<file path="src/rtl/uwl_pkg.sv">
package uwl_pkg;

    localparam int WORD_W    = 32;
    localparam int BYTE_W    = 8;
    localparam int OFF_W     = 2;

    typedef enum logic [1:0] {
        ST_IDLE,
        ST_FIRST,
        ST_SECOND,
        ST_LAST
    } seq_state_e;

    typedef struct packed {
        logic [OFF_W-1:0] off;
        logic             split;
    } load_attr_t;

    // Join two big-endian words: drop k leading bytes of hi, fill from lo.
    function automatic logic [WORD_W-1:0] splice_be(
        input logic [WORD_W-1:0] hi,
        input logic [WORD_W-1:0] lo,
        input logic [OFF_W-1:0]  k
    );
        logic [2*WORD_W-1:0] both;
        both = {hi, lo} << {k, 3'b000};
        return both[2*WORD_W-1:WORD_W];
    endfunction

endpackage

</file>
<file path="src/rtl/uwl_seq.sv">
module uwl_seq
    import uwl_pkg::*;
#(
    parameter int WADDR_W = 6
) (
    input  logic               clk,
    input  logic               rst,
    input  logic               req_i,
    input  logic [WADDR_W-1:0] waddr_i,
    input  load_attr_t         attr_i,
    output logic               busy_o,
    output logic               mem_re_o,
    output logic [WADDR_W-1:0] mem_waddr_o,
    output logic               capture_o,
    output logic               finish_o,
    output load_attr_t         attr_o
);

    seq_state_e         state_q, state_d;
    logic [WADDR_W-1:0] waddr_q;
    load_attr_t         attr_q;

    always_comb begin
        state_d = state_q;
        unique case (state_q)
            ST_IDLE:   if (req_i) state_d = ST_FIRST;
            ST_FIRST:  state_d = attr_q.split ? ST_SECOND : ST_LAST;
            ST_SECOND: state_d = ST_LAST;
            ST_LAST:   state_d = ST_IDLE;
            default:   state_d = ST_IDLE;
        endcase
    end

    always_ff @(posedge clk) begin
        if (rst) begin
            state_q <= ST_IDLE;
            waddr_q <= '0;
            attr_q  <= '0;
        end else begin
            state_q <= state_d;
            if (state_q == ST_IDLE && req_i) begin
                waddr_q <= waddr_i;
                attr_q  <= attr_i;
            end
        end
    end

    assign busy_o      = (state_q != ST_IDLE);
    assign mem_re_o    = (state_q == ST_FIRST) || (state_q == ST_SECOND);
    assign mem_waddr_o = (state_q == ST_SECOND) ? waddr_q + 1'b1 : waddr_q;
    assign capture_o   = (state_q == ST_SECOND);
    assign finish_o    = (state_q == ST_LAST);
    assign attr_o      = attr_q;

    AST_SECOND_READ_NEXT_WORD: assert property (@(posedge clk) disable iff (rst)
        (mem_re_o && $past(mem_re_o)) |-> (mem_waddr_o == $past(mem_waddr_o) + 1'b1));

    AST_READ_ONLY_WHEN_BUSY: assert property (@(posedge clk) disable iff (rst)
        mem_re_o |-> busy_o);

endmodule

</file>
<file path="src/rtl/uwl_merge.sv">
module uwl_merge
    import uwl_pkg::*;
(
    input  logic              clk,
    input  logic              rst,
    input  logic              capture_i,
    input  logic [WORD_W-1:0] rdata_i,
    input  load_attr_t        attr_i,
    output logic [WORD_W-1:0] data_o
);

    logic [WORD_W-1:0] first_q;

    always_ff @(posedge clk) begin
        if (rst)            first_q <= '0;
        else if (capture_i) first_q <= rdata_i;
    end

    always_comb begin
        if (attr_i.split) data_o = splice_be(first_q, rdata_i, attr_i.off);
        else              data_o = rdata_i;
    end

endmodule

</file>
<file path="src/rtl/uwl_count.sv">
module uwl_count #(
    parameter int CNT_W = 16
) (
    input  logic             clk,
    input  logic             rst,
    input  logic             bump_i,
    output logic [CNT_W-1:0] cnt_o
);

    logic [CNT_W-1:0] cnt_q;

    always_ff @(posedge clk) begin
        if (rst)         cnt_q <= '0;
        else if (bump_i) cnt_q <= cnt_q + 1'b1;
    end

    assign cnt_o = cnt_q;

    AST_COUNT_STEPS_BY_ONE: assert property (@(posedge clk) disable iff (rst)
        !$stable(cnt_q) |-> (cnt_q == $past(cnt_q) + 1'b1));

endmodule

</file>
<file path="src/rtl/uwl_load_unit.sv">
module uwl_load_unit
    import uwl_pkg::*;
#(
    parameter int ADDR_W = 16,
    parameter int CNT_W  = 16
) (
    input  logic              clk,
    input  logic              rst,
    input  logic              ld_req_i,
    input  logic [ADDR_W-1:0] ld_addr_i,
    output logic              busy_o,
    output logic              ld_valid_o,
    output logic [WORD_W-1:0] ld_data_o,
    output logic              mem_re_o,
    output logic [ADDR_W-3:0] mem_waddr_o,
    input  logic [WORD_W-1:0] mem_rdata_i,
    output logic [CNT_W-1:0]  split_count_o
);

    localparam int WADDR_W = ADDR_W - OFF_W;

    logic [WADDR_W-1:0] req_waddr;
    load_attr_t         req_attr, cur_attr;
    logic               capture, finish;

    assign req_waddr      = ld_addr_i[ADDR_W-1:OFF_W];
    assign req_attr.off   = ld_addr_i[OFF_W-1:0];
    assign req_attr.split = (ld_addr_i[OFF_W-1:0] != '0);

    uwl_seq #(.WADDR_W(WADDR_W)) u_seq (
        .clk         (clk),
        .rst         (rst),
        .req_i       (ld_req_i),
        .waddr_i     (req_waddr),
        .attr_i      (req_attr),
        .busy_o      (busy_o),
        .mem_re_o    (mem_re_o),
        .mem_waddr_o (mem_waddr_o),
        .capture_o   (capture),
        .finish_o    (finish),
        .attr_o      (cur_attr)
    );

    uwl_merge u_merge (
        .clk       (clk),
        .rst       (rst),
        .capture_i (capture),
        .rdata_i   (mem_rdata_i),
        .attr_i    (cur_attr),
        .data_o    (ld_data_o)
    );

    uwl_count #(.CNT_W(CNT_W)) u_count (
        .clk    (clk),
        .rst    (rst),
        .bump_i (finish && cur_attr.split),
        .cnt_o  (split_count_o)
    );

    assign ld_valid_o = finish;

    AST_VALID_SINGLE_CYCLE: assert property (@(posedge clk) disable iff (rst)
        ld_valid_o |=> !ld_valid_o);

    AST_VALID_WHILE_BUSY: assert property (@(posedge clk) disable iff (rst)
        ld_valid_o |-> busy_o);

    AST_IDLE_AFTER_VALID: assert property (@(posedge clk) disable iff (rst)
        ld_valid_o |=> !busy_o);

endmodule

</file>
<file path="config.mk">
export PLATFORM = sky130hd
export DESIGN_NAME = uwl_load_unit
export DESIGN_NICKNAME = d
export VERILOG_FILES = /design/src/rtl/uwl_pkg.sv /design/src/rtl/uwl_seq.sv /design/src/rtl/uwl_merge.sv /design/src/rtl/uwl_count.sv /design/src/rtl/uwl_load_unit.sv
export SDC_FILE = /design/constraint.sdc
export NUM_CORES = 1
export LEC_CHECK = 0
export BUFFER_PORTS_ARGS = -buffer_cell sky130_fd_sc_hd__buf_4
export CAP_MARGIN = 20
export CORE_ASPECT_RATIO = 0.75
export CORE_MARGIN = 5
export CORE_UTILIZATION = 57
export DETAILED_ROUTE_END_ITERATION = 7
export HOLD_SLACK_MARGIN = 0.15
export PLACE_DENSITY_LB_ADDON = 0.15
export SKIP_LAST_GASP = 1
export SYNTH_ARGS = -nofsm -noshare
export SYNTH_HDL_FRONTEND = slang
export SYNTH_SLANG_ARGS = --single-unit
</file>
<file path="constraint.sdc">
create_clock -name clk -period 5 [get_ports clk]
set_clock_uncertainty 0.15 [all_clocks]
set_input_delay 0.25 -clock clk [delete_from_list [all_inputs] [get_ports clk]]
set_output_delay 0.25 -clock clk [all_outputs]
set_load 0.1 [all_outputs]
</file>
==> results of run 1 <==
## cells by family (layout without fill, tap and decap cells)
| group | count (synthesis) | after routing | synth area share |
|---|---|---|---|
| simple gates | 133 | 133 | 0.1512 |
| mux | 99 | 99 | 0.3708 |
| flops | 67 | 67 | 0.3216 |
| buf+inv | 35 | 191 | 0.04980 |
| xor+xnor | 26 | 26 | 0.05461 |
| compound gates | 23 | 23 | 0.03090 |
| fa+ha+maj | 7 | 7 | 0.02100 |
## stage by stage
step                      utilization  instance area, um2  power [uW]
final                          0.7935                5737        2862
after global routing           0.7935                5737        2987
after CTS                      0.7908                5717        2868
after detailed placement       0.6916                5000        2322
after global placement         0.6916                5000        2301
after floorplan                     -                4170        2059
## critical path, stage by stage, from the launching register on
cell,delay [ps]
dfxtp_2,900
mux4_1,660
mux2_2,290
buf_4,230
## synth_stat cells (2+ instances only)
cell	number
a211oi_1	2
a21oi_1	18
and3_1	2
buf_1	3
buf_12	2
buf_2	11
buf_6	4
clkbuf_1	6
dfxtp_1	67
ha_1	7
inv_1	9
mux2_2	9
mux2_4	24
mux2i_1	33
mux4_1	6
mux4_2	26
nand2_1	43
nand3_1	7
nand4_1	12
nor2_1	54
nor3_1	4
nor4_2	3
xnor2_1	20
xor2_1	6
## cell type report
cell class,instances,area (um2),share of cell area
clock buffer,10,137.6,0.02399
multi-input combinational,288,2624,0.4574
sequential,67,1345,0.2345
clock inverter,6,88.84,0.01549
timing repair buffer,166,1381,0.2408
tap,101,126.4,0.02203
inverter,9,33.78,0.005889
## worst max path at each step
stage	slack, ps	endpoint	cells past startpoint
after global routing	2030	ld_data_o[16]	3
final	2170	ld_data_o[16]	3
after floorplan	1870	mem_waddr_o[2]	6
after CTS	2140	ld_data_o[31]	3
after global placement	2540	ld_data_o[0]	3
after detailed placement	2530	ld_data_o[31]	3
## registers in the layout (all words and copies together), names as in the netlist
name / count
u_count.cnt_o: 16
u_merge.first_q: 32
u_seq.attr_o: 3
u_seq.state_q: 2
u_seq.waddr_q: 14
## power breakdown
part           internal, uW  total (uW)  switching, uW
clock network           294         511            216
logic                   526        1610           1080
registers               618         740            123
## what timing repair did
| item | 4_1_cts | 5_1_grt |
|---|---|---|
| hold buffers | 49 | 0 |
| endpoints found under the hold margin | 51 | 0 |
| setup endpoints to repair | 0 | 0 |
| resized for setup | 0 | 0 |
## metal layers
layer  GRT usage  up-vias  share of wire
li1            -     1710              -
met1      0.2995     1698           0.45
met2      0.3735       99           0.49
met3     0.05414       10          0.050
met4     0.04817        0         0.0091
met5           0        -              0
==> out/qor.yml, run 1 <==
critical_path:
  arrival_ps: 2430
  crit_type: "register to primary output"
  end_kind: "primary output"
  startpoint: "u_seq.attr_o[1]$_SDFFE_PP0P_"
  ff2ff_path_depth: 5
  worst-path-max-fanout: 33
  r2r_end: "u_count.cnt_o[8]$_SDFFE_PP0P_"
  r2r-start: "u_seq.state_q[1]$_SDFFE_PP0P_"
  r2r_slack_ps: 3050
  crit_path_start_kind: "register"
  worst_ep_required_time_ps: 4600
route:
  routed_wl_mm: 10.13
  ant_nets: 0
  drt-initial-drc-count: 162
  vias: 3517
  route.detailed.drc: 0
  wl_per_cell_um: 15.65
  viasPerCell: 5.436
  firstDrtPassIters: 4
clock_network:
  h-tree-depth: 3
  post_cts_buffers: 0
  numCtsBuffers: 9
  numClockSinks: 67
  cts_tree: "built"
  clk_path_buf_depth: 2
  clkLatencyLatePin_ps: 340
  cts-root-buf: "clkbuf_8"
  path_clk_slew_ps: 80
cells_and_area:
  nFillCells: 507
  final_common_cell: "buf_4"
  final_cell_mix: "buf_4 (116), dfxtp_1 (64), nor2_1 (54)"
  finalNonFillerCells: 647
  nets: 599
  antenna_cells: 0
  syn2layout_area_growth_pct: 37.56
  drive_gt1_frac: 0.3700
timing:
  slew_headroom: 0.4233
  finalCritPeriodShare: 0.5652
  worst_pin_slew_ps: 865.1
  min_period_ps: 2826
  fmax_ghz: 0.3539
  finalMaxSlewViolations: 0
  setup_viol: 0
  tns_ps: 0
  finalHoldViolCount: 0
  fin_ws_ps: 2174
  holdWs_ps: 268.7
  rsz0062_at_grt: "false"
flow_run:
  cap_viol_max_count: 0
min_path:
  hold_start: "rst"
  hp-class: "input port to register"
  holdPathEnd: "u_count.cnt_o[9]$_SDFFE_PP0P_"
  hold-path-cell-count: 2
global_routing:
  track_usage: 0.2257
  antenna_found_initial: 0
  grt_pass1_vias: 3410
  grt_max_degree: 69
  grt_overflow: 0
  grt_pass1_wl_mm: 16.63
logic_synthesis:
  ys.flop_type: "dfxtp_1"
  syn-num-nets: 448
  ys.warnings.count: 0
  ys_seq_area_frac: 0.3216
  synthTopCellsByArea: "dfxtp_1 (32%), mux4_2 (14%), mux2_4 (8.6%), mux2i_1 (7.9%), nor2_1 (4.9%)"
  synth_top_cell_by_area: "dfxtp_1"
  ys_types: 36
  syn_area_per_cell_um2: 10.69
  synth_cells: 390
  ys_seq_elements: 67
  async_flop_share: 0
  syn_area_um2: 4170
  synth-edff-count: 0
  netlist.area_leader.share: 0.3216
placement:
  place_ws_ps: 2527
  dp.final_hpwl_mm: 6.584
  placed_cells: 581
  portBuffers: 115
  place_congestion: 0.8414
die:
  dieArea_um2: 9144
  die_w_um: 108.8
  core_um2: 7229
  die_h_um: 84.08
  start_util: 0.5768
  pin_count: 116
  rows: 27
outcome:
  outcome: "finished, final reports clean"
power:
  peakVddDrop_mv: 0.6311
  p_per_area_nw_per_um2: 498.9
  leakagePower_uw: 0.002328
No activity file was read; power rests on OpenSTA's default activity.
==> run 2: changes to the inputs <==
--- a/config.mk
+++ b/config.mk
@@ -9,7 +9,7 @@
 export CAP_MARGIN = 20
 export CORE_ASPECT_RATIO = 0.75
 export CORE_MARGIN = 5
-export CORE_UTILIZATION = 57
+export CORE_UTILIZATION = 53
 export DETAILED_ROUTE_END_ITERATION = 7
 export HOLD_SLACK_MARGIN = 0.15
 export PLACE_DENSITY_LB_ADDON = 0.15
==> constraint.sdc (replaced) <==
create_clock -name clk -period 2.65 [get_ports clk]
set_clock_uncertainty 0.15 [all_clocks]
set_input_delay 0.1325 -clock clk [delete_from_list [all_inputs] [get_ports clk]]
set_output_delay 0.1325 -clock clk [all_outputs]
set_load 0.1 [all_outputs]
==> out/qor.yml, run 2 (synthesis results as in run 1) <==
timing:
  fmax_ghz: 0.3796
  finalMaxSlewViolations: 0
  worst_pin_slew_ps: 616.0
  slew_headroom: 0.5894
  finalCritPeriodShare: 0.9942
  rsz0062_at_grt: "true"
  setup_viol: 0
  min_period_ps: 2635
  finalHoldViolCount: 0
  tns_ps: 0
clock_network:
  cts_tree: "built"
  h-tree-depth: 3
  cts-root-buf: "clkbuf_8"
  clk_path_buf_depth: 2
  path_clk_slew_ps: 70
  numCtsBuffers: 9
  clkLatencyLatePin_ps: 340
  numClockSinks: 67
min_path:
  hp-class: "register to register"
  hold-path-cell-count: 2
  holdPathEnd: "u_seq.waddr_q[5]$_SDFFE_PP0P_"
  hold_start: "u_seq.waddr_q[5]$_SDFFE_PP0P_"
cells_and_area:
  drive_gt1_frac: 0.3918
  final_common_cell: "buf_4"
  regArea_um2: 1345
  regMostFlops: "u_merge.first_q"
  nFillCells: 527
  largest_register_ffs: 32
  fin_util: 0.7740
  antenna_cells: 0
  final_cell_mix: "buf_4 (122), dfxtp_1 (64), dlygate4sd3_1 (62)"
  multi_input_comb_area_um2: 2724
  syn2layout_area_growth_pct: 44.34
  nets: 617
route:
  drt-initial-drc-count: 129
  firstDrtPassIters: 5
  wl_per_cell_um: 16.07
  routed_wl_mm: 10.75
  viasPerCell: 5.451
  vias: 3647
  route.detailed.drc: 0
  ant_nets: 0
global_routing:
  track_usage: 0.2223
  grt_overflow: 0
  grt_max_degree: 40
  antenna_found_initial: 0
  grt_pass1_wl_mm: 17.60
  grt_pass1_vias: 3585
power:
  peakVddDrop_mv: 1.088
  leakagePower_uw: 0.002552
  p_per_area_nw_per_um2: 928.6
die:
  core_um2: 7777
  pin_count: 116
  rows: 28
  dieArea_um2: 9761
  start_util: 0.5362
  die_w_um: 112.4
  die_h_um: 86.82
placement:
  place_congestion: 0.8091
  dp.final_hpwl_mm: 6.935
  portBuffers: 115
critical_path:
  worst_ep_required_time_ps: 2370
  r2r_slack_ps: 150
  worst-path-max-fanout: 7
  r2r-start: "u_seq.state_q[0]$_SDFFE_PP0P_"
  arrival_ps: 2350
  ff2ff_path_depth: 6
  crit_path_start_kind: "register"
  r2r_end: "u_merge.first_q[29]$_SDFFE_PP0N_"
  crit_type: "register to primary output"
  end_kind: "primary output"
flow_run:
  cap_viol_max_count: 0
outcome:
  outcome: "finished, final reports clean"
## run 2: cell count changes in the layout (fill, tap and decap cells not counted), moves of 2 or more
cell	delta
clkinvlp_4	-2
dlygate4sd3_1	+13
buf_4	+6
clkinv_4	+2
xnor2_1	-12
xnor2_2	+12
## run 2: through the flow
step                      hold slack [ps]  instances  worst slack, ps  cell area [um2]  power (uW)
after floorplan                     118.5        390            156.4             4268        3920
after global placement              230.0        591            563.6             5147        4399
after detailed placement            238.4        591            430.3             5147        4445
after CTS                           331.1        669            35.31             6017        5611
after global routing                346.6        669           -63.88             6020        5831
final                               327.0        669            15.48             6020        5590
## run 2: power breakdown
part	internal [uW]	total, uW	switching [uW]
Sequential	1160	1320	155
Combinational	1060	3220	2160
Clock	633	1050	414
## run 2: critical path: stages, from the launching register on
cell	delay, ps
dfxtp_1	330
inv_1	140
ha_2	310
nand4_1	220
nor4_1	550
xnor2_2	160
buf_4	300
## run 2: final cells by class
| cell class | instances | share of cell area |
|---|---|---|
| Multi-Input combinational cell | 288 | 0.4525 |
| Timing Repair Buffer | 184 | 0.2552 |
| Sequential cell | 67 | 0.2234 |
| Tap cell | 105 | 0.02182 |
| Clock inverter | 7 | 0.02079 |
| Clock buffer | 9 | 0.02058 |
| Inverter | 9 | 0.005612 |
## run 2: metal layers
metal,up-vias,track usage,share of wire
li1,1746,-,-
met5,-,0,0
met4,0,0.07424,0.023
met1,1758,0.2913,0.44
met3,26,0.04536,0.050
met2,117,0.3721,0.49
## run 2: how the worst max path moves through the flow
| stage | start | slack [ps] | depth (start not counted) | endpoint |
|---|---|---|---|---|
| 2_1_floorplan | u_seq.state_q[1]$_SDFFE_PP0P_ | 160 | 5 | u_count.cnt_o[15]$_SDFFE_PP0P_ |
| 3_3_place_gp | u_seq.state_q[0]$_SDFFE_PP0P_ | 560 | 7 | mem_waddr_o[9] |
| 3_5_place_dp | u_seq.state_q[0]$_SDFFE_PP0P_ | 430 | 6 | mem_waddr_o[11] |
| 4_1_cts | u_seq.state_q[0]$_SDFFE_PP0P_ | 40 | 6 | mem_waddr_o[11] |
| 5_1_grt | u_seq.state_q[0]$_SDFFE_PP0P_ | -60 | 6 | mem_waddr_o[11] |
| 6_report | u_seq.state_q[0]$_SDFFE_PP0P_ | 20 | 6 | mem_waddr_o[11] |
## run 2: timing repair
action	4_1_cts	5_1_grt
gates resized for setup	0	1
buffers inserted	0	0
setup endpoints to repair	0	6
hold endpoints to repair	67	0
hold buffers	62	0
